## src/rtl/bank_dec_pkg.sv

```systemverilog
package bank_dec_pkg;

  localparam int NREG  = 7;
  localparam int NDEV  = 7;
  localparam int OFS_W = 10;

  typedef enum logic [2:0] {
    RG_RAM   = 3'd0,
    RG_BASIC = 3'd1,
    RG_KERN  = 3'd2,
    RG_CHR   = 3'd3,
    RG_IO    = 3'd4,
    RG_ROML  = 3'd5,
    RG_ROMH  = 3'd6,
    RG_NONE  = 3'd7
  } region_e;

  typedef enum logic [3:0] {
    MD_RAMONLY,
    MD_STD,
    MD_NOBASIC,
    MD_DRAM,
    MD_KERNONLY,
    MD_CART8,
    MD_CARTHI,
    MD_CART16,
    MD_ULTI
  } bank_mode_e;

  localparam logic [NREG-1:0] ROM_MASK =
    (NREG'(1) << RG_BASIC) | (NREG'(1) << RG_KERN) | (NREG'(1) << RG_CHR) |
    (NREG'(1) << RG_ROML)  | (NREG'(1) << RG_ROMH);

  // key = {lo_en, hi_en, game_n, exrom_n}
  function automatic bank_mode_e classify(input logic [3:0] key);
    bank_mode_e m;
    if (key[1:0] == 2'b01) m = MD_ULTI;
    else begin
      case (key)
        4'b1111:          m = MD_STD;
        4'b1010, 4'b1011: m = MD_NOBASIC;
        4'b1000:          m = MD_DRAM;
        4'b0110, 4'b0111: m = MD_KERNONLY;
        4'b1110:          m = MD_CART8;
        4'b0100:          m = MD_CARTHI;
        4'b1100:          m = MD_CART16;
        default:          m = MD_RAMONLY;
      endcase
    end
    return m;
  endfunction

  function automatic region_e read_target(input bank_mode_e m,
                                          input logic [3:0] nib,
                                          input logic chr);
    region_e r;
    r = RG_RAM;
    if (m == MD_ULTI) begin
      case (nib)
        4'h0:       r = RG_RAM;
        4'h8, 4'h9: r = RG_ROML;
        4'hD:       r = RG_IO;
        4'hE, 4'hF: r = RG_ROMH;
        default:    r = RG_NONE;
      endcase
    end else if (m != MD_RAMONLY) begin
      case (nib)
        4'h8, 4'h9:
          if (m == MD_CART8 || m == MD_CART16) r = RG_ROML;
        4'hA, 4'hB:
          if (m == MD_STD || m == MD_CART8) r = RG_BASIC;
          else if (m == MD_CARTHI || m == MD_CART16) r = RG_ROMH;
        4'hD:
          if (chr) r = RG_IO;
          else if (m != MD_DRAM) r = RG_CHR;
        4'hE, 4'hF:
          if (m != MD_NOBASIC && m != MD_DRAM) r = RG_KERN;
        default: r = RG_RAM;
      endcase
    end
    return r;
  endfunction

  function automatic logic [NREG-1:0] to_onehot(input region_e r);
    return (r == RG_NONE) ? '0 : (NREG'(1) << r);
  endfunction

endpackage

```

## src/rtl/bank_map.sv

```systemverilog
module bank_map
  import bank_dec_pkg::*;
(
  input  logic            clk,
  input  logic            rst_n,
  input  logic [15:0]     addr,
  input  logic            wr,
  input  logic            lo_en,
  input  logic            hi_en,
  input  logic            chr_en,
  input  logic            game_n,
  input  logic            exrom_n,
  output logic [NREG-1:0] region_oh,
  output logic            cart_only
);

  bank_mode_e      mode;
  region_e         rd_tgt;
  logic [NREG-1:0] rd_oh;
  logic            rom_hit;
  logic            fall_thru;

  assign mode      = classify({lo_en, hi_en, game_n, exrom_n});
  assign cart_only = (mode == MD_ULTI);
  assign rd_tgt    = read_target(mode, addr[15:12], chr_en);
  assign rd_oh     = to_onehot(rd_tgt);
  assign rom_hit   = |(rd_oh & ROM_MASK);
  assign fall_thru = wr && !cart_only && rom_hit;
  assign region_oh = fall_thru ? (NREG'(1) << RG_RAM) : rd_oh;

  p_region_onehot_r1: assert property (@(posedge clk) disable iff (!rst_n)
    $onehot0(region_oh));

  p_write_through_r6: assert property (@(posedge clk) disable iff (!rst_n)
    (wr && !cart_only && rom_hit) |-> region_oh[RG_RAM]);

  p_cart_ram_fenced_r7: assert property (@(posedge clk) disable iff (!rst_n)
    (cart_only && addr[15:12] != 4'h0) |-> !region_oh[RG_RAM]);

  p_cart_hole_r5: assert property (@(posedge clk) disable iff (!rst_n)
    (cart_only && rd_tgt == RG_NONE) |-> (region_oh == '0));

endmodule

```

## src/rtl/io_split.sv

```systemverilog
module io_split
  import bank_dec_pkg::*;
#(
  parameter int VID_W = 6,
  parameter int SND_W = 5,
  parameter int COL_W = 10,
  parameter int ADP_W = 4,
  parameter int EXP_W = 8
)(
  input  logic             clk,
  input  logic             rst_n,
  input  logic [11:0]      page_addr,
  input  logic             in_io,
  output logic [NDEV-1:0]  dev_oh,
  output logic [OFS_W-1:0] ofs
);

  function automatic logic [OFS_W-1:0] lane_mask(input int g);
    int w;
    logic [OFS_W:0] t;
    case (g)
      0:       w = VID_W;
      1:       w = SND_W;
      2:       w = COL_W;
      3, 4:    w = ADP_W;
      default: w = EXP_W;
    endcase
    t = ((OFS_W+1)'(1) << w) - (OFS_W+1)'(1);
    return t[OFS_W-1:0];
  endfunction

  logic [2:0]       dev_idx;
  logic [OFS_W-1:0] lane [NDEV];

  // first three 1 KB quarters are whole devices, last quarter splits by page
  assign dev_idx = (page_addr[11:10] != 2'b11) ? {1'b0, page_addr[11:10]}
                                               : 3'd3 + {1'b0, page_addr[9:8]};

  genvar g;
  generate
    for (g = 0; g < NDEV; g++) begin : g_dev
      assign dev_oh[g] = in_io && (dev_idx == 3'(g));
      assign lane[g]   = dev_oh[g] ? (page_addr[OFS_W-1:0] & lane_mask(g)) : '0;
    end
  endgenerate

  always_comb begin
    ofs = '0;
    for (int i = 0; i < NDEV; i++) ofs = ofs | lane[i];
  end

  p_dev_onehot_r8: assert property (@(posedge clk) disable iff (!rst_n)
    $onehot0(dev_oh));

  p_ofs_idle_r9: assert property (@(posedge clk) disable iff (!rst_n)
    (dev_oh == '0) |-> (ofs == '0));

  p_vid_fold_r9: assert property (@(posedge clk) disable iff (!rst_n)
    dev_oh[0] |-> ((ofs >> VID_W) == '0));

  p_adp_fold_r9: assert property (@(posedge clk) disable iff (!rst_n)
    (dev_oh[3] || dev_oh[4]) |-> ((ofs >> ADP_W) == '0));

endmodule

```

## src/rtl/bank_decoder.sv

```systemverilog
module bank_decoder
  import bank_dec_pkg::*;
#(
  parameter bit REG_OUT = 1'b0,
  parameter int VID_W   = 6,
  parameter int SND_W   = 5,
  parameter int COL_W   = 10,
  parameter int ADP_W   = 4,
  parameter int EXP_W   = 8
)(
  input  logic             clk,
  input  logic             rst_n,
  input  logic [15:0]      cpu_addr,
  input  logic             cpu_wr,
  input  logic             lo_en,
  input  logic             hi_en,
  input  logic             chr_en,
  input  logic             game_n,
  input  logic             exrom_n,
  output logic [NREG-1:0]  region_oh,
  output logic [NDEV-1:0]  io_dev_oh,
  output logic [OFS_W-1:0] reg_ofs
);

  logic [NREG-1:0]  region_c;
  logic [NDEV-1:0]  dev_c;
  logic [OFS_W-1:0] ofs_c;
  logic             cart_only;

  bank_map u_map (
    .clk(clk), .rst_n(rst_n), .addr(cpu_addr), .wr(cpu_wr),
    .lo_en(lo_en), .hi_en(hi_en), .chr_en(chr_en),
    .game_n(game_n), .exrom_n(exrom_n),
    .region_oh(region_c), .cart_only(cart_only)
  );

  io_split #(.VID_W(VID_W), .SND_W(SND_W), .COL_W(COL_W),
             .ADP_W(ADP_W), .EXP_W(EXP_W)) u_io (
    .clk(clk), .rst_n(rst_n), .page_addr(cpu_addr[11:0]),
    .in_io(region_c[RG_IO]), .dev_oh(dev_c), .ofs(ofs_c)
  );

  generate
    if (REG_OUT) begin : g_reg
      always_ff @(posedge clk or negedge rst_n) begin
        if (!rst_n) begin
          region_oh <= '0;
          io_dev_oh <= '0;
          reg_ofs   <= '0;
        end else begin
          region_oh <= region_c;
          io_dev_oh <= dev_c;
          reg_ofs   <= ofs_c;
        end
      end

      p_reg_lag_r10: assert property (@(posedge clk) disable iff (!rst_n)
        1'b1 |=> (region_oh == $past(region_c) && io_dev_oh == $past(dev_c)));
    end else begin : g_comb
      assign region_oh = region_c;
      assign io_dev_oh = dev_c;
      assign reg_ofs   = ofs_c;
    end
  endgenerate

  p_dev_in_io_r8: assert property (@(posedge clk) disable iff (!rst_n)
    (|dev_c) |-> (region_c[RG_IO] && cpu_addr[15:12] == 4'hD));

  p_cart_ignores_levels_r5: assert property (@(posedge clk) disable iff (!rst_n)
    (cart_only && cpu_addr[15:12] == 4'hD) |-> region_c[RG_IO]);

endmodule

```

## config.mk

```make
export PLATFORM = sky130hd
export DESIGN_NAME = bank_decoder
export DESIGN_NICKNAME = d
export VERILOG_FILES = /design/src/rtl/bank_dec_pkg.sv /design/src/rtl/bank_map.sv /design/src/rtl/io_split.sv /design/src/rtl/bank_decoder.sv
export SDC_FILE = /design/constraint.sdc
export NUM_CORES = 1
export LEC_CHECK = 0
export BUFFER_PORTS_ARGS = -buffer_cell sky130_fd_sc_hd__buf_2
export CORE_MARGIN = 10
export CORE_UTILIZATION = 38
export DETAILED_ROUTE_END_ITERATION = 12
export PLACE_DENSITY = 0.77
export SETUP_SLACK_MARGIN = 0.4
export SLEW_MARGIN = 25
export SYNTH_ARGS = -nofsm -noshare
export SYNTH_HDL_FRONTEND = slang
export SYNTH_SLANG_ARGS = --single-unit
```

## constraint.sdc

```tcl
create_clock -name vclk -period 3
set_input_delay 0.45 -clock vclk [all_inputs]
set_output_delay 0.45 -clock vclk [all_outputs]
set_load 0.05 [all_outputs]
```

==> out/metrics.yaml, run 1 <==
global_routing:
  grtUsageTotal: 0.105
  antenna_found_initial: 0
  grt_pass1_vias: 765
  grt_pass1_wl_um: 3210
  grt_start_max_net_pins: 10
  gr-total-overflow: 0
layout:
  layout_common_cells: "buf_2 (41), nand2_1 (9), nor2_1 (8)"
  nClkBuffers: 0
  seq_cell_count: 0
  instances_no_fill: 148
  finalInstanceArea_sq_um: 853
  final_common_cell: "buf_2"
  nets: 160
  num_antenna_cells: 0
  final-seq-area_sq_um: 0
  drive_above_1_share: 0.496
  syn_to_final_growth_pct: 56.8
timing:
  hold_viol: 0
  slew_headroom: 0.715
  tightestPinTransition_ns: 0.423
  finalCriticalPeriod_ns: 2.54
  rsz0062_at_grt: "true"
  final.setup.tns_ns: 0
  finalSetupViolCount: 0
  timing.final.crit_share: 0.846
  fmax_mhz: 394
  slew_viol_final: 0
worst_hold_path:
  hp-class: "in -> out"
detailed_routing:
  num_vias: 818
  dr.pass1.iters: 4
  avgViaCountPerCell: 5.53
  totalWireLength_um: 2000
  drt_drc_violations_left: 0
  dr.first_iter.drc_count: 19
  wire_per_inst_um: 13.5
  ant_nets: 0
placed_design:
  routabilityCongestion: 0.903
  dpl.hpwl_um: 1680
  dp_cells: 148
  portBuffers: 46
  placed_area_sq_um: 820
yosys:
  avgSynthCellArea_sq_um: 6.12
  synthDistinctLibCells: 40
  syn_inst: 89
  yosysWarnings: 0
  synth-seq-area-share: 0
  synth_fp_nets: 114
  syn_area_sq_um: 544
worst_setup_path:
  critPathKind: "in -> out"
  crit_fanout: 9
  cp_slowest_stage_delay_ns: 0.36
  cp_slowest_cell: "a211o_1"
  cp-end-kind: "output pin"
  crit_chain: "buf_2 -> nor2_1 -> a211o_1 -> o22a_2 -> buf_4 -> nor4_2 -> buf_2"
  arrival_ns: 2.09
  critPathLaunchType: "input pin"
  required_ns: 2.55
  crit_path_frequent_cell: "buf_2"
clock_network:
  cts_hold_buf: 0
die:
  die_y_um: 57.8
  die_area_sq_um: 3350
  start_util: 0.408
  coreArea_sq_um: 1330
  rows: 13
  pin_count: 48
  die-width_um: 57.8
job:
  cap_violations: 0
power_and_ir_drop:
  p_per_area_nw_per_um2: 116
  ir_drop_mv: 0.0783
  power_leakage_nw: 0.430
status:
  status: "completed"
## through the flow
stage | hold slack, ns | power (mW) | setup WS [ns] | utilization
after global routing | 1.28 | 0.109 | 0.370 | 0.640
after detailed placement | 1.31 | 0.0945 | 0.385 | 0.614
after CTS | 1.31 | 0.0948 | 0.378 | 0.614
final | 1.26 | 0.0987 | 0.461 | 0.640
after global placement | 1.31 | 0.0927 | 0.420 | 0.614
after floorplan | 1.09 | 0.0618 | 0.367 | -
## Yosys cell counts
master,n,area share
nand4b_1,1,0.016
nand3_1,4,0.037
buf_4,1,0.014
o41ai_1,1,0.016
nand2b_1,2,0.023
nor2b_1,2,0.023
and4b_1,1,0.018
a211oi_1,1,0.014
nor3_1,6,0.055
or3_1,1,0.012
o21a_1,2,0.028
and3b_1,1,0.016
nor3b_1,2,0.028
a31oi_1,1,0.012
clkbuf_1,1,0.0069
buf_6,1,0.021
a21boi_1,1,0.014
mux2i_1,1,0.018
nor3b_2,1,0.023
and2_1,6,0.069
ha_1,1,0.023
nor2_1,9,0.062
a21o_1,1,0.014
and3_4,1,0.021
nand3b_1,1,0.014
or3b_1,1,0.016
nor4_1,2,0.023
o21ai_2,1,0.016
and3_1,5,0.057
o21ai_1,1,0.0092
o21bai_1,1,0.014
xnor2_1,1,0.016
a21oi_1,4,0.037
nand2_1,9,0.062
inv_1,4,0.028
a211o_1,1,0.016
inv_6,1,0.016
o21ai_0,5,0.046
nor4b_1,2,0.032
o22a_1,1,0.016
## routing by layer
metal	part of all wire	global-route usage	routed length (um)
met2	0.45	0.170	891
met5	0	0	0
met1	0.43	0.134	861
met3	0.12	0.0436	247
met4	0	0	0
## power by group
group	switching [mW]	total, mW	internal, mW
Clock	0	0	0
Combinational	0.0628	0.0987	0.0360
Sequential	0	0	0
Total	0.0628	0.0987	0.0360
## path summary, 6_finish.rpt
path	cells after the start	from	to	slack [ns]
setup / recovery	7	cpu_addr[13]	io_dev_oh[6]	0.46
hold / removal	3	cpu_addr[2]	reg_ofs[2]	1.26
## layout make-up
| type | instances | area [sq um] |
|---|---|---|
| Fill cell | 130 | 480 |
| Inverter | 5 | 23.8 |
| Multi-Input combinational cell | 81 | 561 |
| Tap cell | 15 | 18.8 |
| Timing Repair Buffer | 47 | 250 |
## cells by family after synthesis
family,after synthesis,synth area share
compound gates,21,0.251
xor+xnor,1,0.0161
fa+ha+maj,1,0.0230
buf+inv,8,0.0850
mux,1,0.0184
simple gates,57,0.607
## critical path, delay by kind of cell
kind	cells	cell delay, ns
AND/OR/NAND/NOR	2	0.32
AO/OA/AOI/OAI	2	0.66
buffers and inverters	3	0.66
## what timing repair did
action / in CTS / in global routing
setup buffers: 0 / 0
setup endpoints to repair: 1 / 12
cloned: 0 / 0
resized for setup: 0 / 13
pin swaps: 0 / 0
(Power assumes the default switching activity.)
==> run 2: changes to the inputs <==
Settings changed: CORE_ASPECT_RATIO set to 0.9, CORE_UTILIZATION 38 to 36, PLACE_DENSITY 0.77 to 0.76.
Clock period 3 ns to 2.2 ns, I/O delays scaled along.
==> run 2 against run 1 <==
Against the previous run:
- synthesized area stayed put
- synthesized cell count did not move
- the run now fails in clock tree synthesis
==> out/metrics.yaml, run 2 <==
status:
  status: "did not finish"
  stop_stage: "clock tree synthesis"
  stop_error: "[ERROR DPL-0038] Utilization greater than 100%, impossible to legalize"
clock_network:
  post_cts_buffers: 6  # +6
  cts_hold_buf: 0  # unchanged
  ctsResizeCount: 80  # +80
placed_design:
  routabilityCongestion: 0.919  # +1.8%
  dpl.hpwl_um: 2240  # +34%
  portBuffers: 46  # unchanged
  placed_area_sq_um: 1160  # +41%
die:
  die_y_um: 56.9  # -1.7%
  die-width_um: 61.0  # +5.4%
  start_util: 0.380  # -0.0278
  rows: 13  # unchanged
  pin_count: 48  # unchanged
yosys:
  syn_inst: 89  # unchanged
  synth_top_area_frac: 0.0690  # unchanged
  yosys-top-cells-count: "nand2_1 (9), nor2_1 (9), and2_1 (6), nor3_1 (6)"
  yosys.area.top_type: "and2_1"
  synth_top_family_by_area: "simple AND/OR/NAND/NOR gates"
  synth-seq-area-share: 0  # unchanged
  synth_fp_nets: 114  # unchanged
  synthDistinctLibCells: 40  # unchanged
  synth_area_leaders: "and2_1 (6.9%), nand2_1 (6.2%), nor2_1 (6.2%)"
  syn_area_sq_um: 544  # unchanged
  synth_compound_area_frac: 0.251  # unchanged
  yosysWarnings: 0  # unchanged
  synth_fa_ha_area_frac: 0.0230  # unchanged
  yosys.area_share.simple: 0.607  # unchanged
  synth_mux_area_frac: 0.0184  # unchanged
  synthXorXnorAreaFrac: 0.0161  # unchanged
  avgSynthCellArea_sq_um: 6.12  # unchanged
==> run 2: cell counts after synthesis <==
Identical to the previous run, type by type.
==> run 2: cell families after synthesis <==
group,after synthesis
buffers and inverters,8
XOR/XNOR,1
multiplexers,1
adder cells (fa/ha/maj),1
AO/OA/AOI/OAI,21
AND/OR/NAND/NOR,57
==> run 2: metrics by stage <==
step,util,std cells,hold slack (ns),worst slack [ns]
detailed placement,0.809,166,1.09,-0.0984
floorplan,-,89,0.832,0.0800
global placement,0.809,166,1.08,-0.0517
==> run 3: changes to the inputs <==
Settings changed: CORE_AREA set to 10 10 71 73, CORE_ASPECT_RATIO 0.9 to unset, CORE_MARGIN 10 to unset, CORE_UTILIZATION 36 to unset, DIE_AREA set to 0 0 81 83, PLACE_DENSITY 0.76 to unset, PLACE_DENSITY_LB_ADDON set to 0.15, SETUP_SLACK_MARGIN 0.4 to unset.
Clock period 2.2 ns to 2.9 ns, I/O delays scaled along.
==> run 3 against run 2 <==
Against the previous run:
- the run now ends clean
==> out/metrics.yaml, run 3 (synthesis results as in run 1) <==
status:
  status: "completed"
worst_setup_path:
  cp_slowest_stage_delay_ns: 0.35
  cp-end-kind: "output pin"
  cp_slowest_cell: "a211o_1"
  crit_fanout: 9
  crit_chain: "buf_2 -> nor2_1 -> a211o_1 -> o22a_1 -> buf_4 -> nor4_2 -> buf_2"
  arrival_ns: 2.12
  critPathKind: "in -> out"
  crit_path_frequent_cell: "buf_2"
  crit_buf_inv: 3
  cpLargestDelayFamily: "compound AO/OA/AOI/OAI gates"
  critPathLaunchType: "input pin"
  required_ns: 2.47
layout:
  drive_above_1_share: 0.414
  nets: 160
  final_common_cell: "buf_2"
  fill_cells: 444
  final-seq-area_sq_um: 0
  finalInstanceArea_sq_um: 841
  syn_to_final_growth_pct: 54.5
  instances_no_fill: 181
  seq_cell_count: 0
  nClkBuffers: 0
  num_antenna_cells: 0
  layout_common_cells: "buf_2 (46), nor2_1 (9), nand2_1 (9)"
  final_core_util: 0.231
placed_design:
  placed_area_sq_um: 841  # -27%
  dpl.hpwl_um: 1920  # -15%
  routabilityCongestion: 0.776  # -16%
  dp_cells: 181  # +9.0%
  portBuffers: 46  # unchanged
power_and_ir_drop:
  pwr-share-clk: 0
  switching_power_uw: 62.0
  seq_power_share: 0
  p_per_area_nw_per_um2: 115
  internal-power_uw: 35.0
  p_sw_frac: 0.639
  power_leakage_nw: 0.421
  combPwrFrac: 1.000
  ir_drop_mv: 0.0459
global_routing:
  grt_pass1_wl_um: 3480
  grtUsageTotal: 0.0573
  gr-total-overflow: 0
  antenna_found_initial: 0
  grt_start_max_net_pins: 10
  grt_pass1_vias: 775
timing:
  hold_viol: 0
  tightestPinTransition_ns: 0.485
  final.setup.tns_ns: 0
  timing.final.crit_share: 0.882
  finalCriticalPeriod_ns: 2.56
  slew_viol_final: 0
  rsz0062_at_grt: "false"
  fmax_mhz: 391
  slew_headroom: 0.673
  finalSetupViolCount: 0
worst_hold_path:
  min_to: "reg_ofs[4]"
  min_path_cells: 4
  hp-class: "in -> out"
  hold_start: "cpu_addr[4]"
clock_network:
  ctsResizeCount: 0  # -100%
  cts_hold_buf: 0  # unchanged
  post_cts_buffers: 0  # -6
detailed_routing:
  dr.pass1.iters: 4
  dr.first_iter.drc_count: 31
  avgViaCountPerCell: 4.38
  ant_nets: 0
  num_vias: 792
  totalWireLength_um: 2140
  wire_per_inst_um: 11.8
  drt_drc_violations_left: 0
die:
  coreArea_sq_um: 3630
  rows: 22  # +9
  die_area_sq_um: 6720
  pin_count: 48  # unchanged
  start_util: 0.150  # -0.230
  die-width_um: 81  # +33%
  die_y_um: 83  # +46%
job:
  cap_violations: 0
run 3: layer usage:
layer | up-vias | GRT usage | wire (um)
met5 | - | 0 | 0
met4 | 0 | 0 | 0
met3 | 0 | 0.0162 | 230
met2 | 29 | 0.103 | 991
met1 | 349 | 0.0683 | 920
li1 | 414 | - | -
run 3: how the worst max path moves through the flow:
stage	cells after the start	slack, ns	endpoint	from
after global routing	7	0.14	region_oh[6]	cpu_addr[14]
after floorplan	5	0.01	region_oh[3]	cpu_addr[14]
after CTS	7	0.32	io_dev_oh[6]	cpu_addr[13]
after detailed placement	7	0.32	io_dev_oh[6]	cpu_addr[13]
after global placement	7	0.34	region_oh[6]	cpu_addr[14]
final	7	0.34	io_dev_oh[6]	cpu_addr[13]
run 3: final cells by class:
| type | count | area [sq um] | share of cell area |
|---|---|---|---|
| Multi-Input combinational cell | 81 | 519 | 0.618 |
| Timing Repair Buffer | 47 | 238 | 0.283 |
| Tap cell | 48 | 60.1 | 0.0714 |
| Inverter | 5 | 23.8 | 0.0283 |
run 3: power by group through the flow:
| stage | Clock (mW) | Sequential [mW] | Combinational, mW |
|---|---|---|---|
| finish | 0 | 0 | 0.0970 |
| global route | 0 | 0 | 0.108 |
| CTS | 0 | 0 | 0.0981 |
| detailed placement | 0 | 0 | 0.0977 |
| global placement | 0 | 0 | 0.0978 |
| floorplan | 0 | 0 | 0.0622 |
run 3: through the flow:
| stage | total power [mW] | hold slack, ns | setup slack, ns |
|---|---|---|---|
| 6_report | 0.0970 | 1.26 | 0.341 |
| 5_1_grt | 0.108 | 1.28 | 0.138 |
| 4_1_cts | 0.0981 | 1.27 | 0.318 |
| 3_5_place_dp | 0.0977 | 1.27 | 0.323 |
| 3_3_place_gp | 0.0978 | 1.27 | 0.336 |
| 2_1_floorplan | 0.0622 | 1.06 | 0.0136 |
